### src/rtl/mcc_pkg.sv
package mcc_pkg;

    localparam int OPW = 6;
    localparam int STW = 4;

    typedef enum logic [STW-1:0] {
        ST_FETCH  = 4'd0,
        ST_DECODE = 4'd1,
        ST_ADDR   = 4'd2,
        ST_LDMEM  = 4'd3,
        ST_LDWB   = 4'd4,
        ST_STMEM  = 4'd5,
        ST_EXEC   = 4'd6,
        ST_ALUWB  = 4'd7,
        ST_BRANCH = 4'd8,
        ST_JUMP   = 4'd9
    } state_e;

    localparam logic [OPW-1:0] OP_RTYPE = 6'd0;
    localparam logic [OPW-1:0] OP_JMP   = 6'd2;
    localparam logic [OPW-1:0] OP_BEQ   = 6'd4;
    localparam logic [OPW-1:0] OP_LOAD  = 6'd35;
    localparam logic [OPW-1:0] OP_STORE = 6'd43;

    typedef struct packed {
        logic       mem_rd;
        logic       mem_wr;
        logic       ir_wr;
        logic       pc_wr;
        logic       pc_wr_cond;
        logic       reg_wr;
        logic       addr_sel;
        logic       wb_from_mem;
        logic       dst_rd;
        logic       alu_a_sel;
        logic [1:0] alu_b_sel;
        logic [1:0] alu_op;
        logic [1:0] pc_sel;
    } ctl_t;

endpackage

### src/rtl/mcc_next.sv
module mcc_next
    import mcc_pkg::*;
(
    input  state_e         cur,
    input  logic [OPW-1:0] opcode,
    output state_e         nxt
);

    always_comb begin
        nxt = ST_FETCH;
        unique case (cur)
            ST_FETCH:  nxt = ST_DECODE;
            ST_DECODE: begin
                if (opcode == OP_LOAD || opcode == OP_STORE) nxt = ST_ADDR;
                else if (opcode == OP_RTYPE)                 nxt = ST_EXEC;
                else if (opcode == OP_BEQ)                   nxt = ST_BRANCH;
                else if (opcode == OP_JMP)                   nxt = ST_JUMP;
                else                                         nxt = ST_FETCH;
            end
            ST_ADDR: begin
                if (opcode == OP_LOAD)       nxt = ST_LDMEM;
                else if (opcode == OP_STORE) nxt = ST_STMEM;
                else                         nxt = ST_FETCH;
            end
            ST_LDMEM:  nxt = ST_LDWB;
            ST_EXEC:   nxt = ST_ALUWB;
            ST_LDWB, ST_STMEM, ST_ALUWB, ST_BRANCH, ST_JUMP: nxt = ST_FETCH;
            default:   nxt = ST_FETCH;
        endcase
    end

endmodule

### src/rtl/mcc_decode.sv
module mcc_decode
    import mcc_pkg::*;
(
    input  state_e cur,
    output ctl_t   ctl
);

    always_comb begin
        ctl = '0;
        unique case (cur)
            ST_FETCH: begin
                ctl.mem_rd    = 1'b1;
                ctl.ir_wr     = 1'b1;
                ctl.pc_wr     = 1'b1;
                ctl.alu_b_sel = 2'b01;
            end
            ST_DECODE: begin
                ctl.alu_b_sel = 2'b11;
            end
            ST_ADDR: begin
                ctl.alu_a_sel = 1'b1;
                ctl.alu_b_sel = 2'b10;
            end
            ST_LDMEM: begin
                ctl.mem_rd   = 1'b1;
                ctl.addr_sel = 1'b1;
            end
            ST_LDWB: begin
                ctl.reg_wr      = 1'b1;
                ctl.wb_from_mem = 1'b1;
            end
            ST_STMEM: begin
                ctl.mem_wr   = 1'b1;
                ctl.addr_sel = 1'b1;
            end
            ST_EXEC: begin
                ctl.alu_a_sel = 1'b1;
                ctl.alu_op    = 2'b10;
            end
            ST_ALUWB: begin
                ctl.reg_wr = 1'b1;
                ctl.dst_rd = 1'b1;
            end
            ST_BRANCH: begin
                ctl.alu_a_sel  = 1'b1;
                ctl.alu_op     = 2'b01;
                ctl.pc_wr_cond = 1'b1;
                ctl.pc_sel     = 2'b01;
            end
            ST_JUMP: begin
                ctl.pc_wr  = 1'b1;
                ctl.pc_sel = 2'b10;
            end
            default: ctl = '0;
        endcase
    end

endmodule

### src/rtl/mc_ctrl_fsm.sv
module mc_ctrl_fsm
    import mcc_pkg::*;
(
    input  logic           clk,
    input  logic           rst,
    input  logic [OPW-1:0] opcode,
    output logic           mem_rd,
    output logic           mem_wr,
    output logic           ir_wr,
    output logic           pc_wr,
    output logic           pc_wr_cond,
    output logic           reg_wr,
    output logic           addr_sel,
    output logic           wb_from_mem,
    output logic           dst_rd,
    output logic           alu_a_sel,
    output logic [1:0]     alu_b_sel,
    output logic [1:0]     alu_op,
    output logic [1:0]     pc_sel,
    output logic [STW-1:0] step_code
);

    state_e state_q;
    state_e state_d;
    ctl_t   ctl;

    mcc_next u_next (
        .cur    (state_q),
        .opcode (opcode),
        .nxt    (state_d)
    );

    always_ff @(posedge clk) begin
        if (rst) state_q <= ST_FETCH;
        else     state_q <= state_d;
    end

    mcc_decode u_dec (
        .cur (state_q),
        .ctl (ctl)
    );

    assign mem_rd      = ctl.mem_rd;
    assign mem_wr      = ctl.mem_wr;
    assign ir_wr       = ctl.ir_wr;
    assign pc_wr       = ctl.pc_wr;
    assign pc_wr_cond  = ctl.pc_wr_cond;
    assign reg_wr      = ctl.reg_wr;
    assign addr_sel    = ctl.addr_sel;
    assign wb_from_mem = ctl.wb_from_mem;
    assign dst_rd      = ctl.dst_rd;
    assign alu_a_sel   = ctl.alu_a_sel;
    assign alu_b_sel   = ctl.alu_b_sel;
    assign alu_op      = ctl.alu_op;
    assign pc_sel      = ctl.pc_sel;
    assign step_code   = state_q;

    AST_FETCH_THEN_DECODE: assert property (@(posedge clk) disable iff (rst)
        (state_q == ST_FETCH) |=> (state_q == ST_DECODE));

    AST_LOAD_WB_ORDER: assert property (@(posedge clk) disable iff (rst)
        (state_q == ST_LDWB) |-> ($past(state_q) == ST_LDMEM));

    AST_STORE_AFTER_ADDR: assert property (@(posedge clk) disable iff (rst)
        mem_wr |-> ($past(alu_b_sel) == 2'b10));

    AST_RTYPE_WB_AFTER_EXEC: assert property (@(posedge clk) disable iff (rst)
        (reg_wr && dst_rd) |-> ($past(alu_op) == 2'b10));

    AST_BRANCH_FROM_DECODE: assert property (@(posedge clk) disable iff (rst)
        pc_wr_cond |-> ($past(state_q) == ST_DECODE && $past(opcode) == OP_BEQ));

    AST_LAST_STEP_TO_FETCH: assert property (@(posedge clk) disable iff (rst)
        (state_q inside {ST_LDWB, ST_STMEM, ST_ALUWB, ST_BRANCH, ST_JUMP})
        |=> (state_q == ST_FETCH));

endmodule

### config.mk
export PLATFORM = sky130hd
export DESIGN_NAME = mc_ctrl_fsm
export DESIGN_NICKNAME = d
export VERILOG_FILES = /design/src/rtl/mcc_pkg.sv /design/src/rtl/mcc_next.sv /design/src/rtl/mcc_decode.sv /design/src/rtl/mc_ctrl_fsm.sv
export SDC_FILE = /design/constraint.sdc
export NUM_CORES = 1
export LEC_CHECK = 0
export CAP_MARGIN = 25
export CORE_MARGIN = 2
export CORE_UTILIZATION = 31
export CTS_BUF_LIST = sky130_fd_sc_hd__clkbuf_8 sky130_fd_sc_hd__clkbuf_16
export CTS_CLUSTER_SIZE = 28
export DETAILED_ROUTE_END_ITERATION = 12
export GPL_TIMING_DRIVEN = 0
export PLACE_DENSITY_LB_ADDON = 0.25
export SETUP_SLACK_MARGIN = 0.05
export SKIP_CTS_REPAIR_TIMING = 1
export SYNTH_ARGS = -nofsm -noshare
export SYNTH_HDL_FRONTEND = slang
export SYNTH_SLANG_ARGS = --single-unit
### constraint.sdc
create_clock -name clk -period 1.3 [get_ports clk]
set_input_delay 0.26 -clock clk [delete_from_list [all_inputs] [get_ports clk]]
set_output_delay 0.26 -clock clk [all_outputs]
set_load 0.01 [all_outputs]
==> results by group, run 1 <==
Outcome
  • Status: complete, but fails checks
  • Failing checks: setup timing

STA
  • Slew Limit Fails: 0
  • Slew headroom: 78.4%
  • RSZ-0062 raised after global routing: true
  • F_max: 622 MHz
  • Worst slew pin tran: 322 ps
  • Hold Violations, Final: 0
  • Min Clock Period, post-route: 1610 ps
  • Final setup vio count: 18
  • Clock skew: 4.07 ps
  • Period utilisation layout: 124%
  • WHS: 404 ps
  • Worst setup margin: -307 ps
  • Final setup TNS: -2650 ps

Placement
  • Placer Congestion: 0.885
  • IO Port Bufs: 27
  • DP HPWL: 960 µm
  • Area of placed instances: 808 µm²

Cells and area
  • Layout area overhead: 147%
  • Antenna cells: 0
  • Share of layout cells above drive strength 1: 62.6%
  • Final Cell Area: 1060 µm²
  • Sequential Area: 95.1 µm²
  • Layout filler cell count: 81
  • Post-layout net count: 109
  • Max FFs per register: 4
  • Multi-input logic area: 445 µm²

Detailed routing
  • 1st-iter DRT viols: 12
  • DR vias: 645
  • DRC viols: 0
  • Vias per inst: 5.66
  • Routed Antenna Nets: 0
  • Pre-antenna DRT Iters: 4
  • Drt total wl: 2.16 mm
  • Avg WL per Cell: 18.9 µm

GRT
  • Grt ovf: 0
  • Initial antenna violation count: 0
  • Vias in the first global route: 492
  • First-pass GRT wire length: 2.06 mm
  • Largest net degree at the start of global routing: 11
  • All-layer global routing usage: 19.4%

Synthesis
  • Syn avg cell area: 7.69 µm²
  • Post-synth ARST share: 0%
  • Synthesized area: 430 µm²
  • Synthesized flop and latch total: 4
  • Top FF cell, synth: dfxtp_1
  • Dominant cell type by area after synthesis: dfxtp_1
  • Syn nets: 64
  • Count leader, synth: nor2_1
  • Post-synth EDFFs: 0
  • Top cells by area, synth: dfxtp_1 (19%), nand2b_1 (8.7%), nor2_1 (6.1%), nor3_1 (5.8%), nor4_4 (4.9%)
  • Top cells by count, synth: nor2_1 (7), nand2b_1 (6), nor3_1 (5), buf_2 (4), dfxtp_1 (4)
  • Ys Warns: 0
  • Yosys top cell area share: 18.6%
  • Synth Instances: 56
  • Sequential fraction of the synthesis area: 18.6%
  • Yosys cell types: 29

Pwr
  • Leakage: 0.534 nW
  • Power share of the sequential group: 23.6%
  • Clock power frac: 51.5%
  • Max VDD drop: 0.000573 V
  • Sw Ratio: 29.3%
  • Int Power: 0.391 mW
  • Total power: 0.553 mW
  • Logic pwr share: 24.9%
  • P_sw: 0.162 mW
  • Pwr per Cell Area: 519 nW/µm²

Floorplanning
  • Die height: 41.3 µm
  • Die Span X: 41.3 µm
  • Initial core utilization: 33.1%
  • Die ar.: 1700 µm²
  • Core area: 1300 µm²
  • I/O pin cnt: 28
  • Site Rows: 13

Min path
  • Hold Path Sink: step_code[3]
  • WHS Path Cells: 4
  • Worst hold-check path type: input port to flip-flop
  • Origin of the worst min-delay path: opcode[4]

Clock tree
  • Worst skew pair latency: 230 ps
  • Htree depth: 1
  • Worst-path clk slew: 40 ps
  • CTS tree: built
  • Deepest clock path buffer count: 2
  • CTS Buf Count: 3
  • Clock root buffer: clkbuf_8
  • Clock sinks: 4

Critical path
  • R2R depth: 6
  • Reg-to-reg startpoint: step_code[2]
  • R2r setup slk: -100 ps
  • Worst R2R End: step_code[1]
  • CP startpoint kind: flip-flop
  • CP arrival: 1350 ps
  • Endpoint type of the worst setup path: output pin
  • CP Class: flip-flop to output pin
  • CP startpoint: step_code[2]
  • CP required: 1040 ps
  • Crit path max fanout: 4

Flow run
  • MaxCap Viol Count: 0
[final cells by class]
| type | instances | share of cell area [%] |
|---|---|---|
| Buffer | 5 | 6.46 |
| Clock buffer | 3 | 3.88 |
| Inverter | 1 | 0.353 |
| Multi-Input combinational cell | 46 | 41.8 |
| Sequential cell | 4 | 8.93 |
| Tap cell | 15 | 1.76 |
| Timing Repair Buffer | 40 | 36.8 |
[per-layer routing]
metal  global-route usage [%]  up-vias  part of all wire, %  wire length, µm
met2                     32.4       40                   51             1090
met5                        0        -                    0                0
li1                         -      293                    -                -
met4                     14.5        0                  3.0               64
met1                     20.5      303                   39              847
met3                     5.43        9                  7.2              155
[power by group through the flow]
stage / logic, mW / registers [mW] / clock network [mW]
final: 0.138 / 0.130 / 0.285
after global routing: 0.147 / 0.130 / 0.287
after CTS: 0.130 / 0.134 / 0.269
after detailed placement: 0.130 / 0.136 / 0
after global placement: 0.128 / 0.135 / 0
after floorplan: 0.0609 / 0.135 / 0
[kinds of logic after synthesis]
family	after synthesis	share of synthesized area (%)
AOI/OAI and AO/OA	10	17.4
and+or+nand+nor	33	50.0
buffers and inverters	6	7.27
xor gates and xnor gates	2	4.07
DFF	4	18.6
muxes	1	2.62
[cells in the final DEF, fill, tap and decap left out, types with 2 or more instances in the layout]
cell type / n
buf_2: 11
dlymetal6s2s_1: 10
buf_4: 9
buf_6: 6
nor2_2: 4
dfxtp_4: 4
nand2b_4: 3
nor3_4: 3
or2_1: 3
clkbuf_8: 3
clkbuf_16: 3
buf_8: 2
nor4_4: 2
nor2_1: 2
nand2_1: 2
nor3_1: 2
o21ai_1: 2
nand2b_1: 2
clkbuf_2: 2
[through the flow]
step	instances	setup WS (ps)	util, %
3_3_place_gp	98	-463	62.1
3_5_place_dp	98	-477	62.1
4_1_cts	101	-711	65.3
6_report	114	-307	81.8
5_1_grt	114	-324	81.8
2_1_floorplan	56	33.4	-
[critical path: stages, from the launching register on]
cell,delay (ps)
dfxtp_4,350
buf_8,130
nand2b_4,160
mux2_4,290
nor2_4,80
buf_6,100
[worst max-delay path by stage]
| stage | end | depth (start not counted) |
|---|---|---|
| 3_3_place_gp | alu_a_sel | 5 |
| 3_5_place_dp | alu_a_sel | 5 |
| 2_1_floorplan | alu_op[0] | 4 |
| 5_1_grt | alu_a_sel | 5 |
| 6_report | alu_a_sel | 5 |
| 4_1_cts | alu_a_sel | 5 |
Power figures use the tool's default switching activity.
==> run 2, diff against run 1 <==
- CORE_UTILIZATION: 31 -> 33
- REMOVE_ABC_BUFFERS: unset -> 1
- SYNTH_HIERARCHICAL: unset -> 1
==> run 2 against run 1 <==
The run still ends with setup timing left. Final cell count grew 8.8%. Sequential power is essentially flat. Wire length shrank 12%. Hold slack gained 110 ps. Utilization shrank 9.6 points. Flip-flop and latch count is the same. Area after synthesis grew 18%. Critical path type unchanged. Critical endpoint is now pc_wr.
==> results by group, run 2 <==
Outcome
  • Status: complete, but fails checks
  • Failing checks: setup timing

Placement
  • IO Port Bufs: 27
  • Area of placed instances: 752 µm²
  • Dpl cells: 97
  • Placer Congestion: 0.770
  • DP HPWL: 777 µm
  • Placement Setup Slack: -769 ps

Synthesis
  • Post-synth ARST share: 0%
  • Post-synth EDFFs: 0
  • Post-synthesis compound-gate area fraction: 13.5%
  • Top cells by area, synth: dfxtp_1 (16%), nor3_1 (5.9%), buf_4 (5.9%), nor3b_1 (5.9%), nor2b_1 (4.9%)
  • Largest family of logic cells by synthesized area: simple AND/OR/NAND/NOR gates
  • Syn avg cell area: 8.47 µm²
  • Synth Area in Adders: 0%
  • Sequential fraction of the synthesis area: 15.8%
  • Synth Area in Simple Gates: 54.2%
  • Count leader, synth: nor3_1
  • Yosys cell types: 33
  • Mux share of post-synthesis cell area: 0%
  • Synth Area in XOR/XNOR: 6.65%
  • Synthesized flop and latch total: 4
  • Synth Instances: 60
  • Ys Warns: 6
  • Top FF cell, synth: dfxtp_1
  • Dominant cell type by area after synthesis: dfxtp_1
  • Synthesized area: 508 µm²
  • Yosys top cell area share: 15.8%

Critical path
  • Crit path max fanout: 7
  • Slowest cell on crit path: dfxtp_4
  • CP Class: flip-flop to output pin
  • Slowest stage delay, CP: 380 ps
  • CP required: 1040 ps
  • CP startpoint: step_code[0]
  • Buf+Inv Stages, Crit Path: 2
  • Endpoint type of the worst setup path: output pin
  • Endpoint of the worst setup timing path: pc_wr
  • Reg-to-reg startpoint: step_code[0]
  • Crit. path cell count: 4
  • Family with the most delay on the worst path: flip-flops
  • CP arrival: 1290 ps
  • R2r setup slk: -90 ps
  • CP startpoint kind: flip-flop
  • Worst R2R End: step_code[0]
  • R2R depth: 6
  • Critical Path, Cell by Cell: buf_4 > xor2_1 > nor3_1 > buf_2

Cells and area
  • Most frequent cells in the layout: buf_4 (15), buf_2 (13), dlymetal6s2s_1 (12)
  • Layout Cells excl Fill: 124
  • Final Cell Area: 1060 µm²
  • Commonest non-fill, non-tap cell in the layout: buf_4
  • Post-layout net count: 118
  • Antenna cells: 0
  • Share of layout cells above drive strength 1: 57.4%
  • Layout filler cell count: 114
  • Layout area overhead: 109%
  • Utilization after layout: 72.2%
  • Max FFs per register: 4

Min path
  • Worst hold-check path type: input port to flip-flop

Detailed routing
  • 1st-iter DRT viols: 16
  • Vias per inst: 5.31
  • Routed Antenna Nets: 0
  • Pre-antenna DRT Iters: 4
  • Drt total wl: 1.89 mm
  • DRC viols: 0
  • DR vias: 659
  • Avg WL per Cell: 15.3 µm

GRT
  • Largest net degree at the start of global routing: 22
  • All-layer global routing usage: 12.3%
  • Initial antenna violation count: 0
  • Grt ovf: 0
  • First-pass GRT wire length: 1.78 mm
  • Vias in the first global route: 422

Flow run
  • MaxCap Viol Count: 0

Floorplanning
  • Initial core utilization: 34.5%
  • Die Span X: 43.2 µm
  • I/O pin cnt: 28
  • Die ar.: 1870 µm²
  • Die height: 43.2 µm
  • Site Rows: 14
  • Core area: 1470 µm²

Pwr
  • Total power: 0.545 mW
  • Max VDD drop: 0.000540 V
  • Leakage: 0.607 nW
  • Pwr per Cell Area: 513 nW/µm²

Clock tree
  • CTS Buf Count: 3
  • Worst-path clk slew: 30 ps
  • CTS tree: built
  • Deepest clock path buffer count: 2
  • Worst skew pair latency: 220 ps
  • Htree depth: 1
  • Clock sinks: 4
  • Clock root buffer: clkbuf_8

STA
  • Period utilisation layout: 119%
  • WHS: 518 ps
  • Final setup vio count: 19
  • Final setup TNS: -2330 ps
  • Slew headroom: 83.9%
  • Worst slew pin tran: 238 ps
  • Clock skew: 4.25 ps
  • Hold Violations, Final: 0
  • Min Clock Period, post-route: 1550 ps
  • RSZ-0062 raised after global routing: true
  • Worst setup margin: -247 ps
  • Slew Limit Fails: 0
  • F_max: 646 MHz
[run 2: cell types whose count changed in the layout (fill, tap and decap cells not counted), sizes merged, moves of 2 or more]
cell,change
nor3,+2
nor3b,+5
nand2b,-2
clkbuf,-4
a21oi,+3
xor2,+2
dlymetal6s2s,+2
nor4,-2
nor2,-3
buf,+7
nand2,-2
or2,-2
nor2b,+3
[run 2: cell type report]
class	instances	area, µm²	area share (%)
Tap cell	16	20.0	1.88
Inverter	1	3.75	0.353
Multi-Input combinational cell	49	459	43.2
Timing Repair Buffer	51	443	41.7
Clock buffer	3	41.3	3.89
Sequential cell	4	95.1	8.95
[run 2: worst min-delay path: cells and delay by family]
family | cells | cell delay (ps)
AOI/OAI and AO/OA | 1 | 60
buffers and inverters | 1 | 170
and+or+nand+nor | 2 | 200
[run 2: report_power, final]
group	total, mW	internal [mW]	switching, mW
logic	0.157	0.0860	0.0715
registers	0.130	0.121	0.00940
clock network	0.258	0.197	0.0606
total	0.545	0.404	0.141
[run 2: kinds of logic (layout without fill, tap and decap cells)]
kind of cell / count (synthesis) / count (layout)
buffers and inverters: 7 / 55
flip-flops: 4 / 4
AO/OA/AOI/OAI: 11 / 11
XOR/XNOR: 3 / 3
AND/OR/NAND/NOR: 35 / 35
[run 2: routing by layer]
layer | wire (µm) | global-route usage, %
met2 | 968 | 18.5
met3 | 137 | 4.26
met4 | 29 | 4.24
met1 | 757 | 16.2
met5 | 0 | 0
[run 2: worst min path at each step]
stage	start	endpoint	slack, ps	cells after the start
finish	opcode[2]	step_code[3]	520	4
global route	opcode[2]	step_code[3]	550	4
CTS	rst	step_code[2]	660	2
detailed placement	rst	step_code[2]	890	2
global placement	rst	step_code[1]	880	2
floorplan	rst	step_code[0]	330	1
